**src/rtl/pg_pkg.sv**
```systemverilog
package pg_pkg;
   typedef enum logic [1:0] {
      PG_SEC_RW  = 2'd0,
      PG_NSR_SW  = 2'd1,
      PG_ISOLATE = 2'd2,
      PG_NS_RW   = 2'd3
   } pg_attr_e;

   localparam int PG_FIELDS_PER_WORD = 16;
   localparam int PG_LOCKS_PER_WORD  = 32;
   localparam int PG_ATTR_BASE_WORD  = 4;    // byte 0x010
   localparam int PG_LOCK_BASE_WORD  = 12;   // byte 0x030
   localparam int PG_HWCFG_WORD      = 252;  // byte 0x3F0
   localparam int PG_VERSION_WORD    = 253;  // byte 0x3F4
   localparam int PG_MAX_ATTR_WORDS  = PG_LOCK_BASE_WORD - PG_ATTR_BASE_WORD;
endpackage

```
**src/rtl/pg_gate.sv**
```systemverilog
module pg_gate
   import pg_pkg::*;
(
   input  pg_attr_e attr,
   input  logic     req_ns,
   input  logic     req_wr,
   output logic     grant,
   output logic     owned
);
   always_comb begin
      owned = (attr == PG_SEC_RW) || (attr == PG_NSR_SW);
      if (!req_ns)
         grant = 1'b1;
      else if (req_wr)
         grant = (attr == PG_NS_RW);
      else
         grant = (attr == PG_NSR_SW) || (attr == PG_NS_RW);
   end
endmodule

```
**src/rtl/pg_slot.sv**
```systemverilog
module pg_slot
   import pg_pkg::*;
(
   input  logic       clk,
   input  logic       rst_n,
   input  logic       wr_en,
   input  logic [1:0] wr_attr,
   input  logic       lock_set,
   input  logic       req_ns,
   input  logic       req_wr,
   output logic [1:0] attr_o,
   output logic       lock_o,
   output logic       grant,
   output logic       owned
);
   pg_attr_e attr_q;
   logic     lock_q;

   always_ff @(posedge clk or negedge rst_n) begin
      if (!rst_n) begin
         attr_q <= PG_SEC_RW;
         lock_q <= 1'b0;
      end else begin
         if (lock_set)
            lock_q <= 1'b1;
         if (wr_en && !lock_q)
            attr_q <= pg_attr_e'(wr_attr);
      end
   end

   assign attr_o = attr_q;
   assign lock_o = lock_q;

   pg_gate u_gate (
      .attr   (attr_q),
      .req_ns (req_ns),
      .req_wr (req_wr),
      .grant  (grant),
      .owned  (owned)
   );

   a_r4_locked_frozen: assert property (@(posedge clk) disable iff (!rst_n)
      lock_q |=> $stable(attr_q));
   a_r5_lock_sticky: assert property (@(posedge clk) disable iff (!rst_n)
      lock_q |=> lock_q);
   a_r13_hold_without_write: assert property (@(posedge clk) disable iff (!rst_n)
      !wr_en |=> $stable(attr_q));
   a_r9_owned_refuses_ns_write: assert property (@(posedge clk) disable iff (!rst_n)
      (req_ns && req_wr && owned) |-> !grant);
   a_r10_isolation_refuses_ns_read: assert property (@(posedge clk) disable iff (!rst_n)
      (req_ns && !req_wr && attr_q == PG_ISOLATE) |-> !grant);
   a_r11_secure_always_granted: assert property (@(posedge clk) disable iff (!rst_n)
      !req_ns |-> grant);
endmodule

```
**src/rtl/periph_guard.sv**
```systemverilog
module periph_guard
   import pg_pkg::*;
#(
   parameter int         NUM_PERIPH  = 40,
   parameter int         NUM_ZONES   = 2,
   parameter int         NUM_MASTERS = 0,
   parameter int         NUM_CHUNKS  = 0,
   parameter logic [7:0] REVISION    = 8'h20,
   parameter int         ADDR_W      = 12
) (
   input  logic                  clk,
   input  logic                  rst_n,
   input  logic [ADDR_W-1:0]     reg_addr,
   input  logic                  reg_we,
   input  logic [31:0]           reg_wdata,
   output logic [31:0]           reg_rdata,
   input  logic [NUM_PERIPH-1:0] acc_ns,
   input  logic [NUM_PERIPH-1:0] acc_wr,
   output logic [NUM_PERIPH-1:0] acc_grant,
   output logic [NUM_PERIPH-1:0] acc_owned
);
   localparam int ATTR_WORDS = (NUM_PERIPH + PG_FIELDS_PER_WORD - 1) / PG_FIELDS_PER_WORD;
   localparam int LOCK_WORDS = (NUM_PERIPH + PG_LOCKS_PER_WORD - 1) / PG_LOCKS_PER_WORD;
   localparam int PAD_SLOTS  = NUM_PERIPH % PG_FIELDS_PER_WORD;
   localparam logic [31:0] PAD_MASK =
      (PAD_SLOTS == 0) ? 32'h0 : ~((32'h1 << (2 * PAD_SLOTS)) - 32'h1);

   // elaboration-time parameter checks
   if (NUM_PERIPH < 1 || ATTR_WORDS > PG_MAX_ATTR_WORDS) begin : g_bad_count
      $error("periph_guard: NUM_PERIPH must lie in 1..128");
   end
   if (ADDR_W < 10) begin : g_bad_addr
      $error("periph_guard: ADDR_W must be at least 10");
   end
   if (NUM_ZONES > 255 || NUM_MASTERS > 255 || NUM_CHUNKS > 255 || NUM_PERIPH > 255) begin : g_bad_field
      $error("periph_guard: identification counts must fit in 8 bits");
   end

   logic [31:0]                          widx;
   logic [NUM_PERIPH-1:0][1:0]           attr_q;
   logic [NUM_PERIPH-1:0]                lock_q;
   logic [ATTR_WORDS-1:0][31:0]          attr_words;
   logic [LOCK_WORDS-1:0][31:0]          lock_words;

   assign widx = 32'(reg_addr[ADDR_W-1:2]);

   for (genvar i = 0; i < NUM_PERIPH; i++) begin : g_slot
      localparam int AW = PG_ATTR_BASE_WORD + i / PG_FIELDS_PER_WORD;
      localparam int AB = 2 * (i % PG_FIELDS_PER_WORD);
      localparam int LW = PG_LOCK_BASE_WORD + i / PG_LOCKS_PER_WORD;
      localparam int LB = i % PG_LOCKS_PER_WORD;
      logic wr_hit;
      logic lock_hit;

      assign wr_hit   = reg_we && (widx == 32'(AW));
      assign lock_hit = reg_we && (widx == 32'(LW)) && reg_wdata[LB];

      pg_slot u_slot (
         .clk      (clk),
         .rst_n    (rst_n),
         .wr_en    (wr_hit),
         .wr_attr  (reg_wdata[AB+1:AB]),
         .lock_set (lock_hit),
         .req_ns   (acc_ns[i]),
         .req_wr   (acc_wr[i]),
         .attr_o   (attr_q[i]),
         .lock_o   (lock_q[i]),
         .grant    (acc_grant[i]),
         .owned    (acc_owned[i])
      );
   end

   always_comb begin
      attr_words = '0;
      lock_words = '0;
      for (int i = 0; i < NUM_PERIPH; i++) begin
         attr_words[i / PG_FIELDS_PER_WORD][2 * (i % PG_FIELDS_PER_WORD) +: 2] = attr_q[i];
         lock_words[i / PG_LOCKS_PER_WORD][i % PG_LOCKS_PER_WORD]            = lock_q[i];
      end
   end

   always_comb begin
      reg_rdata = '0;
      for (int w = 0; w < ATTR_WORDS; w++)
         if (widx == 32'(PG_ATTR_BASE_WORD + w)) reg_rdata = attr_words[w];
      for (int w = 0; w < LOCK_WORDS; w++)
         if (widx == 32'(PG_LOCK_BASE_WORD + w)) reg_rdata = lock_words[w];
      if (widx == 32'(PG_HWCFG_WORD))
         reg_rdata = {8'(NUM_CHUNKS), 8'(NUM_MASTERS), 8'(NUM_PERIPH), 8'(NUM_ZONES)};
      if (widx == 32'(PG_VERSION_WORD))
         reg_rdata = {24'h0, REVISION};
   end

   a_r8_pad_fields_read_zero: assert property (@(posedge clk) disable iff (!rst_n)
      (widx == 32'(PG_ATTR_BASE_WORD + ATTR_WORDS - 1)) |-> ((reg_rdata & PAD_MASK) == 32'h0));
   a_r12_owned_matches_readback: assert property (@(posedge clk) disable iff (!rst_n)
      (widx == 32'(PG_ATTR_BASE_WORD)) |-> (acc_owned[0] == !reg_rdata[1]));
endmodule

```
**config.mk**
```make
export PLATFORM = sky130hd
export DESIGN_NAME = periph_guard
export DESIGN_NICKNAME = d
export VERILOG_FILES = /design/src/rtl/pg_pkg.sv /design/src/rtl/pg_gate.sv /design/src/rtl/pg_slot.sv /design/src/rtl/periph_guard.sv
export SDC_FILE = /design/constraint.sdc
export NUM_CORES = 1
export LEC_CHECK = 0
export BUFFER_PORTS_ARGS = -buffer_cell sky130_fd_sc_hd__buf_2
export CAP_MARGIN = 20
export CELL_PAD_IN_SITES_DETAIL_PLACEMENT = 1
export CELL_PAD_IN_SITES_GLOBAL_PLACEMENT = 1
export CORE_MARGIN = 1
export CORE_UTILIZATION = 31
export DETAILED_ROUTE_END_ITERATION = 12
export PLACE_DENSITY_LB_ADDON = 0.08
export SLEW_MARGIN = 15
export SYNTH_ARGS = -nofsm -noshare
export SYNTH_HDL_FRONTEND = slang
export SYNTH_SLANG_ARGS = --single-unit
```
**constraint.sdc**
```tcl
create_clock -name clk -period 1.8 [get_ports clk]
set_input_delay 0.18 -clock clk [delete_from_list [all_inputs] [get_ports clk]]
set_output_delay 0.18 -clock clk [all_outputs]
set_load 0.03 [all_outputs]
```
==> reports/results.tsv <==
stage	metric	value	unit
worst_setup_path	CP Data Arrival Time	1.74	ns
floorplanning	row cnt	54	
run_status	failing checks	negative setup slack	
floorplanning	Chip Width	153	um
floorplanning	Die ar.	23500	sq um
pwr	Psw	1810	uW
job	Max-Cap Viols	0	
layout	Reg area	3010	sq um
drt	final WL	24000	um
clock_tree	CTS clk-pin slew, worst paths	0.06	ns
clock_tree	CTS root buf	clkbuf_16	
synthesis	post-synthesis adder-cell area fraction	0	%
clock_tree	CTS tree	done	
synthesis	mapped cell area	7090	sq um
timing	Fin Clk Skew	0.00789	ns
timing	fin. max-slew vios	0	
timing	unrepaired setup endpoints after global routing	yes	
synthesis	post-synthesis mux area share	15.1	%
placed_design	dpl hpwl	18200	um
timing	min Tclk post-route	1.92	ns
grt	first-pass GRT wire length	37300	um
synthesis	synth top area cells	dfrtp_1, mux2_2, buf_4	
clock_tree	Clock Sinks	120	
clock_tree	clk buf depth	2	
synthesis	Yosys top cell by area	dfrtp_1	
layout	n_diodes	0	
synthesis	Yosys reg bits	120	
synthesis	Yosys cell types	48	
timing	final setup violation count	13	
timing	WHS	0.00998	ns
drt	drt wl/cell	18.9	um
synthesis	largest family of logic cells by synthesized area	compound AO/OA/AOI/OAI gates	
drt	DR pass1 iterations	4	
pwr	Flop pwr share	39.7	%
synthesis	Post-synth EDFFs	0	
drt	Routed Antenna Nets	0	
synthesis	syn nets	841	
worst_setup_path	Critical Path RT	1.62	ns
grt	vias in the first global route	6638	
layout	Post-Layout Cell Count	1268	
synthesis	Yosys Warn Count	0	
worst_setup_path	critical path fanouts, max	2	
synthesis	Avg Cell Area, Syn	9.93	sq um
pwr	Combinational Power Share	12.1	%
synthesis	post-synthesis compound-gate area fraction	15.7	%
floorplanning	IO Pins	239	
synthesis	Post-Synth XOR/XNOR Area	0.124	%
floorplanning	core area	22100	sq um
grt	total track usage	20.8	%
timing	fmax	520	MHz
grt	initial antenna violation count	0	
synthesis	share of the synthesized area in the top cell type	42.4	%
min_path	HP Class	input pin to flip-flop	
pwr	Pwr per Cell Area	675	nW/um^2
drt	vias	6131	
clock_tree	htree depth	4	
floorplanning	Initial Util	32.1	%
placed_design	IO Port Bufs	236	
clock_tree	CTS Buf Count	17	
layout	design area	10400	sq um
placed_design	RD Place Congestion	0.842	
layout	area of the multi-input gates	3710	sq um
worst_setup_path	CP Launch Type	flip-flop	
worst_setup_path	critical path type	flip-flop to primary output	
synthesis	register area share after synthesis	42.4	%
timing	Final WS setup	-0.124	ns
floorplanning	Die Span Y	153	um
synthesis	cells after synthesis	714	
layout	layout net count	1102	
placed_design	placed cell area	8820	sq um
synthesis	asr flop ratio synth	100	%
layout	fillers	2468	
drt	DR iter-0 viols	193	
placed_design	pre-CTS setup slack	-0.240	ns
pwr	Net Sw Frac	25.8	%
drt	DRC	0	
pwr	Pleak	0.00537	uW
synthesis	Main synth FF type	dfrtp_1	
timing	fin crit share	107	%
worst_setup_path	critical path endpoint category	primary output	
run_status	run status	complete, but fails checks	
pwr	clock network power share	48.2	%
timing	Final Hold Fails	0	
grt	largest net degree at the start of global routing	46	
drt	Via density	4.84	
pwr	Int Pwr	5200	uW
synthesis	area share of and/or/nand/nor cells after synthesis	11.8	%
pwr	Tot Pwr	7010	uW
synthesis	most instantiated cells after synthesis	dfrtp_1, buf_4, inv_1	
synthesis	top-count cell post-synth	dfrtp_1	
clock_tree	Skew-Pair Late Insertion Delay	0.43	ns
grt	total grt overflow	0	
layout	Layout area overhead	46.5	%
pwr	Worst VDD drop	0.629	mV
timing	Worst Tran Pin Value	0.498	ns
layout	layout cells sized above 1	55.0	%
placed_design	Placed Instances	1187	
timing	max_slew headroom	66.8	%
==> critical path: stages, from the launching register on <==
cell	delay, ns
dfrtp_1	0.36
mux2i_2	0.10
a2bb2oi_1	0.13
or3_1	0.36
a32oi_4	0.21
buf_6	0.16
==> power by group through the flow <==
stage               sequential [uW]  clock [uW]  combinational [uW]
floorplan                      2810           0                 434
global placement               2830           0                 737
detailed placement             2830           0                 757
CTS                            2780        3460                 819
global route                   2790        3610                 914
finish                         2780        3380                 847
==> per-stage QoR <==
step	TNS, ns	utilization, %
3_3_place_gp	-5.74	39.9
5_1_grt	-1.24	47.0
6_report	-0.230	47.0
2_1_floorplan	-2.03	-
3_5_place_dp	-7.73	39.9
4_1_cts	-0.414	45.3
==> final timing paths <==
| path | from | slack, ns | cells after the start | endpoint |
|---|---|---|---|---|
| min in group asynchronous | rst_n | 0.28 | 2 | g_slot[29].u_slot.attr_o[1]$_DFFE_PN0P_ |
| max in group asynchronous | rst_n | 0.89 | 3 | g_slot[27].u_slot.attr_o[1]$_DFFE_PN0P_ |
| worst max register to register | g_slot[26].u_slot.lock_o$_DFFE_PN0P_ | 0.41 | 3 | g_slot[26].u_slot.attr_o[0]$_DFFE_PN0P_ |
| worst min register to register | g_slot[12].u_slot.lock_o$_DFFE_PN0P_ | 0.49 | 1 | g_slot[12].u_slot.lock_o$_DFFE_PN0P_ |
| worst min-delay path | reg_wdata[20] | 0.01 | 2 | g_slot[20].u_slot.lock_o$_DFFE_PN0P_ |
| worst max-delay path | g_slot[2].u_slot.attr_o[1]$_DFFE_PN0P_ | -0.12 | 5 | reg_rdata[5] |
==> layout make-up <==
type	instances	area share [%]
clock buffers	21	4.43
clock inverters	11	1.18
inverters	81	2.93
multi-input cells	407	35.8
flip-flops and latches	120	28.9
well taps	280	3.37
repair buffers	348	23.4
==> what timing repair did <==
action                                  in CTS  in global routing
hold buffers                                15                  0
gates cloned                                 1                  0
setup buffers                               19                 14
hold endpoints to repair                    47                  0
pin swaps                                   10                 14
endpoints found under the setup margin      32                 33
resized for setup                           75                 67
==> cells by family (layout without fill, tap and decap cells) <==
kind of cell / Yosys count / in the layout
AO/OA/AOI/OAI: 167 / 167
XOR/XNOR: 1 / 1
buffers and inverters: 187 / 461
flip-flops: 120 / 120
multiplexers: 97 / 97
AND/OR/NAND/NOR: 142 / 142
==> routing by layer <==
layer	wire length [um]	global-route usage [%]	vias up
met1	10400	25.3	3053
met4	248	5.34	0
met5	0	0	-
met3	840	3.94	17
met2	12500	37.5	166
li1	-	-	2895
==> cell usage in the layout (no fill, tap or decap), types with 6 or more instances in the layout <==
master / instances
buf_2: 199
dfrtp_1: 118
buf_4: 90
inv_1: 81
mux2_2: 78
o21ai_0: 48
nand2_1: 43
a21o_1: 40
buf_6: 26
nor2_1: 24
clkbuf_16: 17
mux2i_1: 16
o2bb2ai_4: 16
nor3_2: 16
dlygate4sd3_1: 15
nor2_4: 11
a2bb2oi_2: 11
buf_12: 10
o21ai_2: 7
a21oi_1: 7
o21a_1: 7
nor2b_1: 6
a2111oi_4: 6
o21ai_1: 6
a21oi_2: 6
nor3_1: 6
==> state kept, by name, summed over array words and instances, names as in the netlist <==
signal and cells:
g_slot.u_slot.attr_o 80, g_slot.u_slot.lock_o 40
(Power assumes the default switching activity.)
